==> src/rtl/dtg_pkg.sv <==
`timescale 1ns/1ps
package dtg_pkg;
  localparam logic [7:0] SILENT_CODE = 8'd2;
  localparam int DIV_W = 9;

  function automatic logic [DIV_W-1:0] eff_div(input logic [7:0] code);
    case (code)
      8'd0:    eff_div = 9'd257;
      8'd1:    eff_div = 9'd256;
      default: eff_div = {1'b0, code};
    endcase
  endfunction
endpackage

==> src/rtl/dtg_tone.sv <==
`timescale 1ns/1ps
module dtg_tone
  import dtg_pkg::*;
#(
  parameter int N   = 6,
  parameter int AMP = 1000,
  parameter int SW  = 16,
  localparam int SPW = $clog2(N)
) (
  input  logic                 clk_i,
  input  logic                 rst_ni,
  input  logic                 we_i,
  input  logic [7:0]           data_i,
  input  logic                 start_i,
  input  logic                 stop_req_i,
  output logic                 run_o,
  output logic [SPW-1:0]       step_o,
  output logic signed [SW-1:0] level_o
);
  localparam int HALF = N / 2;

  logic [7:0]       code_q, code_nx;
  logic [DIV_W-1:0] cnt_q, div_nx;
  logic [SPW-1:0]   step_q;
  logic             run_q, silence_wr;

  assign code_nx    = we_i ? data_i : code_q;
  assign div_nx     = eff_div(code_nx);
  assign silence_wr = we_i && (data_i == SILENT_CODE);

  always_ff @(posedge clk_i or negedge rst_ni) begin
    if (!rst_ni) begin
      code_q <= '0;
      cnt_q  <= '0;
      step_q <= '0;
      run_q  <= 1'b0;
    end else begin
      if (we_i) code_q <= data_i;
      if (silence_wr) begin
        run_q  <= 1'b0;
        step_q <= '0;
        cnt_q  <= '0;
      end else if (start_i && !run_q) begin
        run_q  <= (code_nx != SILENT_CODE);
        step_q <= '0;
        cnt_q  <= '0;
      end else if (run_q) begin
        if (cnt_q >= div_nx - 9'd1) begin
          cnt_q <= '0;
          if (step_q == SPW'(N-1)) begin
            step_q <= '0;
            if (stop_req_i) run_q <= 1'b0;
          end else begin
            step_q <= step_q + 1'b1;
          end
        end else begin
          cnt_q <= cnt_q + 1'b1;
        end
      end
    end
  end

  int s_i, j_i, mag_i, lvl_i;
  always_comb begin
    s_i   = int'(step_q);
    j_i   = (s_i < HALF) ? s_i : s_i - HALF;
    mag_i = (j_i < HALF - j_i) ? j_i : HALF - j_i;
    lvl_i = (s_i < HALF) ? mag_i * AMP : -(mag_i * AMP);
    level_o = run_q ? SW'(lvl_i) : '0;
  end

  assign run_o  = run_q;
  assign step_o = step_q;
endmodule

==> src/rtl/dtg_burst.sv <==
`timescale 1ns/1ps
module dtg_burst #(
  parameter int CYC = 115200,
  localparam int TW = $clog2(CYC + 1)
) (
  input  logic          clk_i,
  input  logic          rst_ni,
  input  logic          load_i,
  input  logic          cont_i,
  input  logic          any_run_i,
  output logic          expired_o,
  output logic [TW-1:0] cnt_o
);
  logic [TW-1:0] cnt_q;
  logic          burst_q;

  always_ff @(posedge clk_i or negedge rst_ni) begin
    if (!rst_ni) begin
      cnt_q   <= '0;
      burst_q <= 1'b0;
    end else if (load_i) begin
      cnt_q   <= TW'(CYC);
      burst_q <= 1'b1;
    end else begin
      if (burst_q && !cont_i && cnt_q != '0) cnt_q <= cnt_q - 1'b1;
      if (burst_q && !any_run_i) burst_q <= 1'b0;
    end
  end

  assign expired_o = burst_q && !cont_i && (cnt_q == '0);
  assign cnt_o     = cnt_q;
endmodule

==> src/rtl/dual_tone_gen.sv <==
`timescale 1ns/1ps
module dual_tone_gen #(
  parameter int BURST_CYCLES = 115200,
  parameter int HI_AMP       = 1000,
  parameter int LO_AMP       = 1000,
  parameter int SW           = 16,
  localparam int HI_N = 6,
  localparam int LO_N = 14,
  localparam int HSW  = $clog2(HI_N),
  localparam int LSW  = $clog2(LO_N),
  localparam int TW   = $clog2(BURST_CYCLES + 1)
) (
  input  logic                 clk_i,
  input  logic                 rst_ni,
  input  logic                 wr_hi_i,
  input  logic                 wr_lo_i,
  input  logic [7:0]           wr_data_i,
  input  logic                 cont_i,
  output logic signed [SW-1:0] sample_o,
  output logic                 active_o
);
  logic                 hi_run, lo_run, expired;
  logic [HSW-1:0]       hi_step;
  logic [LSW-1:0]       lo_step;
  logic [TW-1:0]        tmr_cnt;
  logic signed [SW-1:0] hi_lvl, lo_lvl;

  dtg_burst #(.CYC(BURST_CYCLES)) u_burst (
    .clk_i, .rst_ni,
    .load_i    (wr_lo_i),
    .cont_i,
    .any_run_i (hi_run || lo_run),
    .expired_o (expired),
    .cnt_o     (tmr_cnt)
  );

  dtg_tone #(.N(HI_N), .AMP(HI_AMP), .SW(SW)) u_hi (
    .clk_i, .rst_ni,
    .we_i       (wr_hi_i),
    .data_i     (wr_data_i),
    .start_i    (wr_lo_i),
    .stop_req_i (expired),
    .run_o      (hi_run),
    .step_o     (hi_step),
    .level_o    (hi_lvl)
  );

  dtg_tone #(.N(LO_N), .AMP(LO_AMP), .SW(SW)) u_lo (
    .clk_i, .rst_ni,
    .we_i       (wr_lo_i),
    .data_i     (wr_data_i),
    .start_i    (wr_lo_i),
    .stop_req_i (expired),
    .run_o      (lo_run),
    .step_o     (lo_step),
    .level_o    (lo_lvl)
  );

  assign sample_o = hi_lvl + lo_lvl;
  assign active_o = hi_run | lo_run;
endmodule

==> config.mk <==
export PLATFORM = sky130hd
export DESIGN_NAME = dual_tone_gen
export DESIGN_NICKNAME = d
export VERILOG_FILES = /design/src/rtl/dtg_pkg.sv /design/src/rtl/dtg_tone.sv /design/src/rtl/dtg_burst.sv /design/src/rtl/dual_tone_gen.sv
export SDC_FILE = /design/constraint.sdc
export NUM_CORES = 1
export LEC_CHECK = 0
export ABC_AREA = 0
export BUFFER_PORTS_ARGS = -buffer_cell sky130_fd_sc_hd__buf_2
export CAP_MARGIN = 30
export CORE_UTILIZATION = 40
export CTS_CLUSTER_SIZE = 20
export DETAILED_ROUTE_END_ITERATION = 7
export PLACE_DENSITY = 0.57
export SLEW_MARGIN = 20
export SYNTH_ARGS = -nofsm -noshare
export SYNTH_HDL_FRONTEND = slang
export SYNTH_SLANG_ARGS = --single-unit
==> constraint.sdc <==
create_clock -name clk_i -period 6.8 [get_ports clk_i]
set_input_delay 0.34 -clock clk_i [delete_from_list [all_inputs] [get_ports clk_i]]
set_output_delay 0.34 -clock clk_i [all_outputs]
set_load 0.01 [all_outputs]
Yosys cells after proc, flatten, opt, wreduce, memory -nomap -nowiden
Index checks and enable logic that the tools add are counted.
{"block": "word_totals", "register_bits": 61, "out_inout_bits": 17, "word_cells": 110}
{"block": "classes", "n_addsub": 14, "mul": 2, "order_cmp": 6, "n_eq_ne": 7, "muxes": 45, "bitwise_logic": 1, "reduce_logical": 25}
{"operator": "$mux 32", "count": 4}
{"operator": "$mux 9", "count": 8}
{"operator": "$lt 32x32->1", "count": 2}
{"operator": "$mul 32x8->13 const B", "count": 2}
{"operator": "$mux 16", "count": 4}
{"operator": "$pmux 9 s2", "count": 2}
{"operator": "$mux 17", "count": 2}
{"operator": "$neg 16->16", "count": 2}
{"operator": "$sub 3x32->32 const A", "count": 1}
{"operator": "$sub 4x32->32 const A", "count": 1}
{"operator": "$mux 4", "count": 5}
{"operator": "$add 9x1->9 const B", "count": 2}
{"operator": "$ge 9x9->1", "count": 2}
{"operator": "$sub 9x1->9 const B", "count": 2}
{"operator": "$logic_not 17->1", "count": 1}
{"operator": "$reduce_bool 17->1", "count": 1}
{"operator": "$sub 17x1->17 const B", "count": 1}
{"operator": "$add 16x16->16", "count": 1}
{"operator": "$eq 8x1->1 const B", "count": 2}
{"operator": "$logic_not 8->1", "count": 2}
{"operator": "$mux 8", "count": 2}
{"operator": "$ne 8x2->1 const B", "count": 2}
{"operator": "$mux 3", "count": 5}
{"operator": "$mux 1", "count": 13}
{"operator": "other kinds (16)", "count": 31}

Longest topological paths before layout
Gate-level depths: netlist (run 1).
{"block": "depth", "ltp_word": 10, "ltp_mapped": 28}

Cells and area by module
From an unflattened synthesis (run 1), not the netlist that was laid out.
{"block": "hier_totals", "hier_cells": 847, "hier_area_um2": 7323.3}
{"mod": "dtg_tone (u_lo)", "instances": 1, "cells_per_inst": 340, "area_per_inst_um2": 2905.3, "seq_area_each_um2": 550.5}
{"mod": "dtg_tone (u_hi)", "instances": 1, "cells_per_inst": 295, "area_per_inst_um2": 2586.2, "seq_area_each_um2": 525.5}
{"mod": "dtg_burst", "instances": 1, "cells_per_inst": 113, "area_per_inst_um2": 1101.1, "seq_area_each_um2": 450.4}
{"mod": "dual_tone_gen", "instances": 1, "cells_per_inst": 99, "area_per_inst_um2": 730.7, "seq_area_each_um2": 0.0}

Least setup slack after synthesis (run 1)
Ideal clock, no wire load.
{"block": "synth_path", "path_type": "flip-flop to output port", "start": "register u_lo.step_q[1], in the netlist u_lo.step_o[1]", "end": "output port sample_o[15]", "arrival_time_ns": 6.009, "t_required_ns": 6.460, "setup_slack_ns": 0.451, "stages_incl_launch_ff": 26, "cell_sequence": "dfrtp_1 > ha_1 > buf_2 > a21boi_0 > o22ai_1 > a211o_1 > and2_1 > clkbuf_1 > xor2_1 > ha_1 > ha_1 > ha_1 > fa_1 > inv_1 > fa_1 > nand2b_1 > a21oi_1 > xor2_1 > or3_1 > nor4b_1 > mux2i_1 > ha_1 > a21oi_1 > o21a_1 > a31oi_1 > xnor2_1"}
{"block": "synth_between", "elab_chain_cells": 10, "word_cells_on_any_way": 11, "cone_classes": "4 x add/sub; 1 x mul; 2 x order compare; 4 x mux"}
{"element": "from (decl)", "line": "dtg_tone.sv:24", "source": "logic [SPW-1:0] step_q;"}
{"element": "from (signal assigned)", "line": "dtg_tone.sv:54", "source": "step_q <= step_q + 1'b1;"}
{"element": "$sub 4x3->5 / $lt 4x3->1 (equally long branches)", "line": "dtg_tone.sv:66, dtg_tone.sv:68"}
{"element": "$mux 32", "line": "dtg_tone.sv:66", "source": "j_i = (s_i < HALF) ? s_i : s_i - HALF;"}
{"element": "$sub 4x32->32", "line": "dtg_tone.sv:67", "source": "mag_i = (j_i < HALF - j_i) ? j_i : HALF - j_i;"}
{"element": "$lt 32x32->1", "line": "dtg_tone.sv:67"}
{"element": "$mux 32", "line": "dtg_tone.sv:67"}
{"element": "$mul 32x8->13", "line": "dtg_tone.sv:68", "source": "lvl_i = (s_i < HALF) ? mag_i * AMP : -(mag_i * AMP);"}
{"element": "$neg 16->16", "line": "dtg_tone.sv:68"}
{"element": "$mux 16 *", "line": "dtg_tone.sv:68"}
{"element": "$mux 16 *", "line": "dtg_tone.sv:69", "source": "level_o = run_q ? SW'(lvl_i) : '0;"}
{"element": "$add 16x16->16 *", "line": "dual_tone_gen.sv:59", "source": "assign sample_o = hi_lvl + lo_lvl;"}
{"element": "to (decl)", "line": "dual_tone_gen.sv:19", "source": "output logic signed [SW-1:0] sample_o,"}
Every way passes the cells marked *; elsewhere a longest branch is shown, timed or not.

Worst setup path after layout (run 1)
{"block": "layout_path", "start": "register u_lo.step_q[0], in the netlist u_lo.step_o[0]", "end": "output port sample_o[15]"}
The elaborated chain is that of the path after synthesis.

==> results of run 1 <==
routing by layer:
layer	part of all wire	up-vias
li1	-	2603
met1	0.49	2425
met2	0.47	67
met3	0.030	15
met4	0.014	0
met5	0	-
sequential cells by signal, summed over array words and instances, names as in the netlist, 3 cells and up:
name / flops
u_burst.cnt_o: 17
u_hi.cnt_q: 9
u_hi.code_q: 8
u_hi.step_o: 3
u_lo.cnt_q: 9
u_lo.code_q: 8
u_lo.step_o: 4
path summary, 6_finish.rpt:
check / end / slack (ns) / cells past startpoint
worst max-delay path: sample_o[15] / 0.19 / 25
worst min-delay path: u_lo.cnt_q[3] / 0.17 / 2
worst max register to register: u_lo.step_o[0] / 2.53 / 16
worst min register to register: u_burst.cnt_o[16] / 0.48 / 1
max in group asynchronous: u_hi.step_o[1] / 6.07 / 2
min in group clk_i: u_lo.code_q[3] / 0.33 / 2
cell type report:
cell class | instances | area (um2)
Clock buffer | 12 | 256
Inverter | 82 | 308
Tap cell | 211 | 264
Fill cell | 1512 | 8050
Clock inverter | 4 | 70.1
Timing Repair Buffer | 41 | 243
Multi-Input combinational cell | 584 | 4710
Sequential cell | 61 | 1530
metrics by stage:
stage                     instance area [um2]  utilization  hold slack [ns]  setup TNS [ns]
final                                    7380        0.478            0.171               0
after global routing                     7380        0.478            0.247        -0.00783
after CTS                                7170        0.465            0.206               0
after detailed placement                 6800        0.441            0.469               0
after global placement                   6800        0.441            0.458               0
after floorplan                          6440            -           0.0444               0
kinds of logic after synthesis:
| logic type | Yosys count | share of synthesized area |
|---|---|---|
| adder cells (fa/ha/maj) | 105 | 0.228 |
| flip-flops | 61 | 0.237 |
| other | 1 | 0.000583 |
| buffers and inverters | 104 | 0.0650 |
| multiplexers | 24 | 0.0405 |
| AND/OR/NAND/NOR | 237 | 0.186 |
| XOR/XNOR | 81 | 0.110 |
| AO/OA/AOI/OAI | 134 | 0.133 |
critical path, delay by kind of cell (launching register included):
| kind | cells | cell delay, ns |
|---|---|---|
| simple gates | 3 | 0.64 |
| xor+xnor | 3 | 0.61 |
| fa+ha+maj | 7 | 2.39 |
| buf+inv | 3 | 0.26 |
| compound gates | 8 | 1.34 |
| mux | 1 | 0.25 |
| flops | 1 | 0.45 |
cells in the final DEF, fill, tap and decap left out, types with 9 or more instances in the layout:
master / n
nand2b_1: 14
and2_1: 11
or3_1: 10
dfrtp_1: 57
a21oi_1: 39
nor3_1: 14
a21o_1: 10
clkbuf_16: 9
xnor2_1: 43
o21ai_0: 30
mux2_2: 16
fa_1: 19
inv_1: 80
buf_4: 15
buf_2: 26
nand2_1: 46
nand3_1: 17
ha_1: 80
xor2_1: 33
nor2_1: 73
timing repair:
| action | CTS | global route |
|---|---|---|
| endpoints found under the setup margin | 3 | 4 |
| buffers inserted | 1 | 3 |
| pin swaps | 1 | 13 |
| gates resized for setup | 8 | 32 |
==> run metrics, run 1 <==
status completed; Vias/cell roughly 5; top cell type's share of synthesized area 0.237; GR met2 Demand/Resource 0.297; largest net degree at the start of global routing 62; Synth Register Bits 61; GRT overflow 0; Max-Cap Viols 0; Bufs on Longest Clock Path 2; vias post-DR 5110; Final nets approximately 900; clock sink count 61; WS Path Type reg2out; met1 Usage GRT 0.229; EDFF count, synth 0; M3 GR Usage 0.0266; dpl cells 975; Core Rows 45; setup ws final between 0.15 and 0.2 ns; detailed placement HPWL roughly 11000 um; CTS tree built; Port Buffers 26; final hold violation count 0; Crit Path Max Fanout 7; most numerous cell in the Yosys netlist ha_1; most frequent cells after synthesis ha_1 (85), inv_1 (81), nor2_1 (75), dfrtp_1 (61), nand2_1 (46); CTS Buf Count 9; Worst EP required 6.46 ns; largest cells by area after synthesis dfrtp_1 (24%), ha_1 (17%), fa_1 (6.2%), xnor2_1 (5.9%), xor2_1 (5.2%); Max Freq 151 MHz; Top FF cell, synth dfrtp_1; register area share after synthesis 0.237; Layout area overhead 14.8%; synth warn 0; Avg Synthesized Cell Area between 8 and 9 um2; DRT iter0 DRCs around 240; clk_skew 0.00340 ns; Mapped Area 0.00643 mm2; htree depth 3; CP max stage delay 0.51 ns; Mapped Cells approximately 750; layout cells sized above 1 0.152; Chip Height 129 um; Hold Crit Class in2async; Synth area leader dfrtp_1; crit path time final 6.61 ns; # setup viols final 0; Critical Path Start u_lo.step_o[0]; Starting Density 0.417; Startpoint Class flip-flop; vias in the first global route 5019; fin. max-slew vios 0; Placeable Area 0.0154 mm2; CP most frequent cell ha_1; Routed WL per cell 13.7 um; die area between 0.015 and 0.02 mm2; drt pass-1 iters 6; final std cells w/o fill 995; CTS clk-pin slew, worst paths 0.05 ns; final worst path period share 0.972; drt drc 0; Post-Route WL ~14000 um; worst slew pin tran 0.773 ns; Die X roughly 130 um; first-pass GRT wire length 23300 um; worst-skew pair later-pin latency 0.33 ns; DP Worst Slack 0.00873 ns; CP endpoint kind output pin; initial antenna violation count 0; io pins 30; gr usage total 0.175; Async SR Flop Fraction 1.00; ANT nets after route 0; ANT cells 0; global routing's busiest layer met2; clk root buf clkbuf_16; gp weighted congestion ~0.85; Arr. time, crit path 6.27 ns; Slew HR 0.485; hold buffer count at cts 0; Crit-path slowest cell fa_1; Reg-to-Reg Start u_lo.code_q[3]; Netlist cell types 61
Power of run 1 is left out: the tool's default activity adds up to more than one toggle a clock period on the data nets, which glitch-free logic cannot reach.
==> run 2: changes to the inputs <==
--- a/config.mk
+++ b/config.mk
@@ -5,7 +5,7 @@
 export SDC_FILE = /design/constraint.sdc
 export NUM_CORES = 1
 export LEC_CHECK = 0
-export ABC_AREA = 0
+export ABC_AREA = 1
 export BUFFER_PORTS_ARGS = -buffer_cell sky130_fd_sc_hd__buf_2
 export CAP_MARGIN = 30
 export CORE_UTILIZATION = 40
==> run metrics, run 2 <==
Top FF cell, synth dfrtp_1; synth warn 0 (unchanged); worst-skew pair later-pin latency 0.33 ns (about the same); ANT nets after route 0 (unchanged); Mapped Cells 898 (+20%); crit path time final 6.43 ns (-0.187 ns); fillers 1669 (+10%); clock sink count 61 (unchanged); gp weighted congestion 0.825 (-2.6%); Synth area leader dfrtp_1; most numerous cell in the Yosys netlist nand2_1; Placeable Area 0.0160 mm2 (+3.7%); gr usage total 0.179 (+0.00403); Avg Synthesized Cell Area 7.38 um2 (-14%); GRT overflow 0 (unchanged); drt drc 0 (unchanged); Die X 131 um (+1.5%); Async SR Flop Fraction 1.00 (unchanged); CP endpoint sample_o[15]; setup_tns 0 ns (unchanged); worst slew pin tran 0.792 ns (+0.0197 ns); clk_skew 0.00406 ns (+0.000656 ns); Reg2Reg Depth 18 (+2); CTS clk-pin slew, worst paths 0.05 ns (about the same); Arr. time, crit path 6.09 ns (-0.18 ns); EDFF count, synth 0 (unchanged); global routing's busiest layer met2; Mapped Area 0.00663 mm2 (+3.0%); clk root buf clkbuf_16; DRT iter0 DRCs 222 (-5.9%); Synth Register Bits 61 (unchanged); Post-Route WL 14000 um (+2.2%); Max Freq 156 MHz (+2.9%); Critical Path Start u_lo.step_o[0]; final hold violation count 0 (unchanged); first-pass GRT wire length 24200 um (+3.7%); CP max stage delay 0.54 ns (+0.03 ns); Worst EP required 6.46 ns (about the same); Bufs on Longest Clock Path 2 (unchanged); Routed WL per cell 12.1 um (-12%); Core Rows 46 (+2.2%); CTS Buf Count 9 (unchanged); WS Path Type reg2out; Max-Cap Viols 0 (unchanged); io pins 30 (unchanged); Chip Height 131 um (+1.5%); top cell type's share of synthesized area 0.230 (-0.00699); status completed; Startpoint Class flip-flop; Port Buffers 26 (unchanged); htree depth 3 (unchanged); # setup viols final 0 (unchanged); Reg-to-Reg Start u_lo.code_q[7]; Starting Density 0.414 (-0.00273); Hold Slack 0.168 ns (-0.00281 ns); final worst path period share 0.945 (-0.0275); met1 Usage GRT 0.237 (+0.00838); detailed placement HPWL 11200 um (+5.4%); reg2reg end u_lo.step_o[0]; Layout area overhead 12.8%; CP endpoint kind output pin; layout cells sized above 1 0.128 (-0.0236); most frequent cells after synthesis nand2_1 (154), inv_1 (148), ha_1 (85), nor2_1 (85), dfrtp_1 (61); CTS tree built; Slew HR 0.472 (-0.0131); Final nets 1059 (+18%); die area 0.0171 mm2 (+3.0%); commonest cells after routing, fill and taps aside nand2_1 (154), inv_1 (145), nor2_1 (83); Netlist cell types 54 (-11%); Crit-path slowest cell fa_1; GR met2 Demand/Resource 0.304 (+0.00742); drt pass-1 iters 4 (-2); ANT cells 0 (unchanged); register area share after synthesis 0.230 (-0.00699); largest cells by area after synthesis dfrtp_1 (23%), ha_1 (16%), nand2_1 (8.7%), inv_1 (8.4%), fa_1 (6.0%); Vias/cell 4.93 (-4.0%); Hold Crit Class in2async; vias in the first global route 5339 (+6.4%); vias post-DR 5720 (+12%); hold buffer count at cts 0 (unchanged); initial antenna violation count 0 (unchanged); most common cell after layout, fill and taps aside nand2_1; Register-to-Register Setup Slack 2.71 ns (+0.18 ns); max FFs per register 17 (unchanged); largest net degree at the start of global routing 62 (unchanged); fin. max-slew vios 0 (unchanged); Crit Path Max Fanout 6 (-1); M3 GR Usage 0.0187 (-0.00788)
-- run 2: cell types whose count changed in the layout (fill, tap and decap cells not counted), sizes merged, moves of 9 or more --
cell    before  now
a21oi       43   60
and2        12    3
inv         81  151
mux2        16    0
nand2       46  164
nand2b      15    0
nand3       19   58
nand4        7   20
nor2        75   89
o21ai       32   67
or3         11    0
xnor2       43   16
-- run 2: worst min-delay path by stage --
stage	startpoint	endpoint	slack, ns	depth (start not counted)
2_1_floorplan	rst_ni	u_burst.burst_q	0.04	0
3_3_place_gp	u_burst.cnt_o[6]	u_burst.cnt_o[6]	0.48	1
3_5_place_dp	u_burst.cnt_o[7]	u_burst.cnt_o[7]	0.49	1
4_1_cts	rst_ni	u_lo.code_q[5]	0.22	2
5_1_grt	rst_ni	u_lo.code_q[5]	0.28	2
6_report	rst_ni	u_lo.cnt_q[4]	0.17	2
-- run 2: kinds of logic after synthesis --
logic type | synth area share
muxes | 0.00151
adders and majority gates | 0.221
AOI/OAI and AO/OA | 0.118
and+or+nand+nor | 0.255
other | 0.000566
DFF | 0.230
buffers and inverters | 0.102
xor gates and xnor gates | 0.0712
-- run 2: worst max-delay path: cells and delay by family, from the launching register on --
family | cells | cell delay [ns]
simple gates | 16 | 1.40
compound gates | 5 | 0.82
buf+inv | 10 | 0.75
fa+ha+maj | 7 | 2.20
flops | 1 | 0.38
xor+xnor | 1 | 0.15
-- run 2: what timing repair did --
item                                    in CTS  in global routing
hold endpoints to repair                     0                  0
gates resized for setup                      3                 30
endpoints found under the setup margin       2                  5
pin swaps                                    3                  6
setup buffers                                4                  9
-- run 2: area by class of cell --
cell class                 instances  area (um2)  area share
tap                              216         270      0.0362
inverter                         155         591      0.0790
clock inverter                     3        15.0     0.00201
sequential                        61        1530       0.205
multi-input combinational        670        4550       0.609
clock buffer                      11         233      0.0312
timing repair buffer              44         278      0.0372
-- run 2: metrics by stage --
| step | setup WS [ns] | cells | area [um2] | util |
|---|---|---|---|---|
| 2_1_floorplan | 0.747 | 900 | 6630 | - |
| 3_3_place_gp | 0.250 | 1133 | 6980 | 0.436 |
| 3_5_place_dp | 0.222 | 1133 | 6980 | 0.436 |
| 4_1_cts | 0.0326 | 1151 | 7270 | 0.454 |
| 5_1_grt | -0.000613 | 1160 | 7470 | 0.467 |
| 6_report | 0.375 | 1160 | 7470 | 0.467 |
-- run 2: per-layer routing --
metal	wire, um	vias up
li1	-	3018
met1	7040	2617
met2	6440	70
met3	303	15
met4	204	0
met5	0	-
Power of run 2 is left out for the same reason.
==> run 3: changes to the inputs <==
--- a/config.mk
+++ b/config.mk
@@ -9,10 +9,12 @@
 export BUFFER_PORTS_ARGS = -buffer_cell sky130_fd_sc_hd__buf_2
 export CAP_MARGIN = 30
 export CORE_UTILIZATION = 40
+export CTS_BUF_LIST = sky130_fd_sc_hd__clkbuf_4 sky130_fd_sc_hd__clkbuf_8 sky130_fd_sc_hd__clkbuf_16
 export CTS_CLUSTER_SIZE = 20
 export DETAILED_ROUTE_END_ITERATION = 7
 export PLACE_DENSITY = 0.57
 export SLEW_MARGIN = 20
 export SYNTH_ARGS = -nofsm -noshare
 export SYNTH_HDL_FRONTEND = slang
+export SYNTH_HIERARCHICAL = 1
 export SYNTH_SLANG_ARGS = --single-unit
==> run metrics, run 3 <==
status completed; vias post-DR 6682 (+17%); vias in the first global route 6163 (+15%); detailed placement HPWL 13600 um (+21%); first-pass GRT wire length 28800 um (+19%); CP bufs+invs 8 (-2); Arr. time, crit path 6.04 ns (-0.05 ns); htree depth 3 (unchanged); most common cell after layout, fill and taps aside nand2_1; Mapped Area 0.00760 mm2 (+15%); initial antenna violation count 0 (unchanged); Placeable Area 0.0186 mm2 (+17%); Max Freq 157 MHz (+0.77%); Routed WL per cell 12.0 um (-0.72%); Register-to-Register Setup Slack 3.01 ns (+0.30 ns); clk root buf clkbuf_16; Reg area 0.00153 mm2 (-0.33%); WS Path Type reg2out; Starting Density 0.408 (-0.00614); final hold violation count 0 (unchanged); Port Buffers 26 (unchanged); CP most frequent cell nand2_1; reg2reg end u_lo/step_o[2]; Startpoint Class flip-flop; Bufs on Longest Clock Path 2 (unchanged); Die X 140 um (+7.0%); Async SR Flop Fraction 1.00 (unchanged); setup ws final 0.424 ns (+0.0488 ns); Mapped Cells 1140 (+27%); Final nets 1289 (+22%); DRT iter0 DRCs 304 (+37%); hold buffer count at cts 0 (unchanged); kind of cell adding the most delay to the critical path adder cells; Core Rows 50 (+8.7%); layout cells sized above 1 0.133 (+0.00481); CTS clk-pin slew, worst paths 0.05 ns (about the same); top cell type's share of synthesized area 0.201 (-0.0297); register area share after synthesis 0.201 (-0.0297); final worst path period share 0.938 (-0.00717); Reg-to-Reg Start u_lo/code_q[3]; crit path time final 6.38 ns (-0.0488 ns); Crit-path slowest cell fa_1; worst slew pin tran 0.800 ns (+0.00752 ns); clock sink count 61 (unchanged); ANT nets after route 0 (unchanged); Crit Path Max Fanout 6 (unchanged); largest net degree at the start of global routing 62 (unchanged); Critical Path Start u_lo/step_o[0]; io pins 30 (unchanged); CTS Buf Count 9 (unchanged); Slew HR 0.467 (-0.00501); drt drc 0 (unchanged); area of the multi-input gates 0.00533 mm2 (+17%); die area 0.0196 mm2 (+15%); Reg2Reg Depth 21 (+3); Vias/cell 4.75 (-3.7%); fillers 1942 (+16%); RSZ-0062 raised after global routing true; CP endpoint kind output pin; CP max stage delay 0.54 ns (about the same); largest cells by area after synthesis dfrtp_1 (20%), nand2_1 (15%), ha_1 (15%), inv_1 (9.1%), nand3_1 (5.8%); worst-skew pair later-pin latency 0.32 ns (about the same); most frequent cells after synthesis nand2_1 (300), inv_1 (185), nor2_1 (116), ha_1 (89), nand3_1 (88); final core occ 0.453 (-0.0142); Max-Cap Viols 0 (unchanged); Worst EP required 6.46 ns (about the same); Synth area leader dfrtp_1; most numerous cell in the Yosys netlist nand2_1; commonest cells after routing, fill and taps aside nand2_1 (290), inv_1 (183), nor2_1 (112); EDFF count, synth 0 (unchanged); fin. max-slew vios 0 (unchanged); Hold Crit Class in2async; Layout area overhead 11.0%; synth warn 6 (+6); Avg Synthesized Cell Area 6.67 um2 (-9.6%); # setup viols final 0 (unchanged); placed cell area 0.00792 mm2 (+14%); CTS tree built; gr usage total 0.178 (-0.000541); final instance area 0.00844 mm2 (+13%); Post-Route WL 16800 um (+20%); ANT cells 0 (unchanged); Synth Register Bits 61 (unchanged); Hold Slack 0.167 ns (-0.00115 ns); Chip Height 140 um (+7.0%); Netlist cell types 48 (-11%); clk_skew 0.00691 ns (+0.00286 ns); Top FF cell, synth dfrtp_1; drt pass-1 iters 5 (+1); GRT overflow 0 (unchanged); DP Worst Slack 0.360 ns (+0.139 ns); gp weighted congestion 0.857 (+3.8%); max FFs per register 17 (unchanged)
==> run 3: changes by cell type after synthesis, moves of 7 or more <==
cell	change
nand2_2	+14
inv_2	+9
inv_1	+37
nor2_1	+31
o21ai_0	-30
xnor2_1	-7
a21oi_1	-16
nand2_1	+146
nand3_1	+38
==> run 3: layout make-up <==
class,instances,share of cell area
inverters,200,0.0893
flip-flops and latches,61,0.181
multi-input cells,863,0.632
clock buffers,12,0.0301
clock inverters,4,0.0113
repair buffers,33,0.0216
well taps,234,0.0347
==> run 3: what timing repair did <==
item | 4_1_cts | 5_1_grt
setup endpoints to repair | 2 | 5
setup buffers | 0 | 5
resized for setup | 1 | 37
pin swaps | 1 | 9
==> run 3: kinds of logic (layout without fill, tap and decap cells) <==
group / count (synthesis) / in the layout / synth area share
compound gates: 102 / 102 / 0.0801
xor+xnor: 42 / 42 / 0.0484
fa+ha+maj: 108 / 108 / 0.196
buf+inv: 220 / 249 / 0.116
flops: 61 / 61 / 0.201
other cells: 2 / 6 / 0.000988
simple gates: 605 / 605 / 0.357
==> run 3: through the flow <==
| step | instances | TNS (ns) |
|---|---|---|
| after global placement | 1386 | 0 |
| after floorplan | 1144 | 0 |
| after global routing | 1407 | -0.0530 |
| after detailed placement | 1386 | 0 |
| final | 1407 | 0 |
| after CTS | 1402 | 0 |
==> run 3: routing by layer <==
layer  part of all wire  vias to the layer above  track usage
met3              0.018                       17       0.0165
li1                   -                     3640            -
met4              0.013                        0       0.0445
met2               0.46                       66        0.298
met1               0.51                     2959        0.246
met5                  0                        -            0
==> run 3: worst register-to-register path, cell delays in order (launching register included) <==
cell       delay, ns
dfrtp_1         0.35
o21ai_1         0.27
inv_1           0.14
nor2_4          0.13
inv_2           0.07
nor2_4          0.09
nand2_2         0.07
nand2_1         0.08
nand2_2         0.08
inv_1           0.08
ha_1            0.18
nand2_1         0.12
nor3_1          0.19
xor2_1          0.12
ha_1            0.34
nand2_1         0.06
nor3_1          0.18
nand2_1         0.09
o2111ai_1       0.28
nor2_1          0.15
nor2_2          0.44
o21ai_0         0.15
==> run 3: worst max-delay path by stage <==
stage	end	depth (start not counted)
2_1_floorplan	sample_o[15]	36
3_3_place_gp	sample_o[15]	41
3_5_place_dp	sample_o[14]	38
4_1_cts	sample_o[14]	35
5_1_grt	sample_o[14]	34
6_report	sample_o[14]	42
Power of run 3 is left out for the same reason.
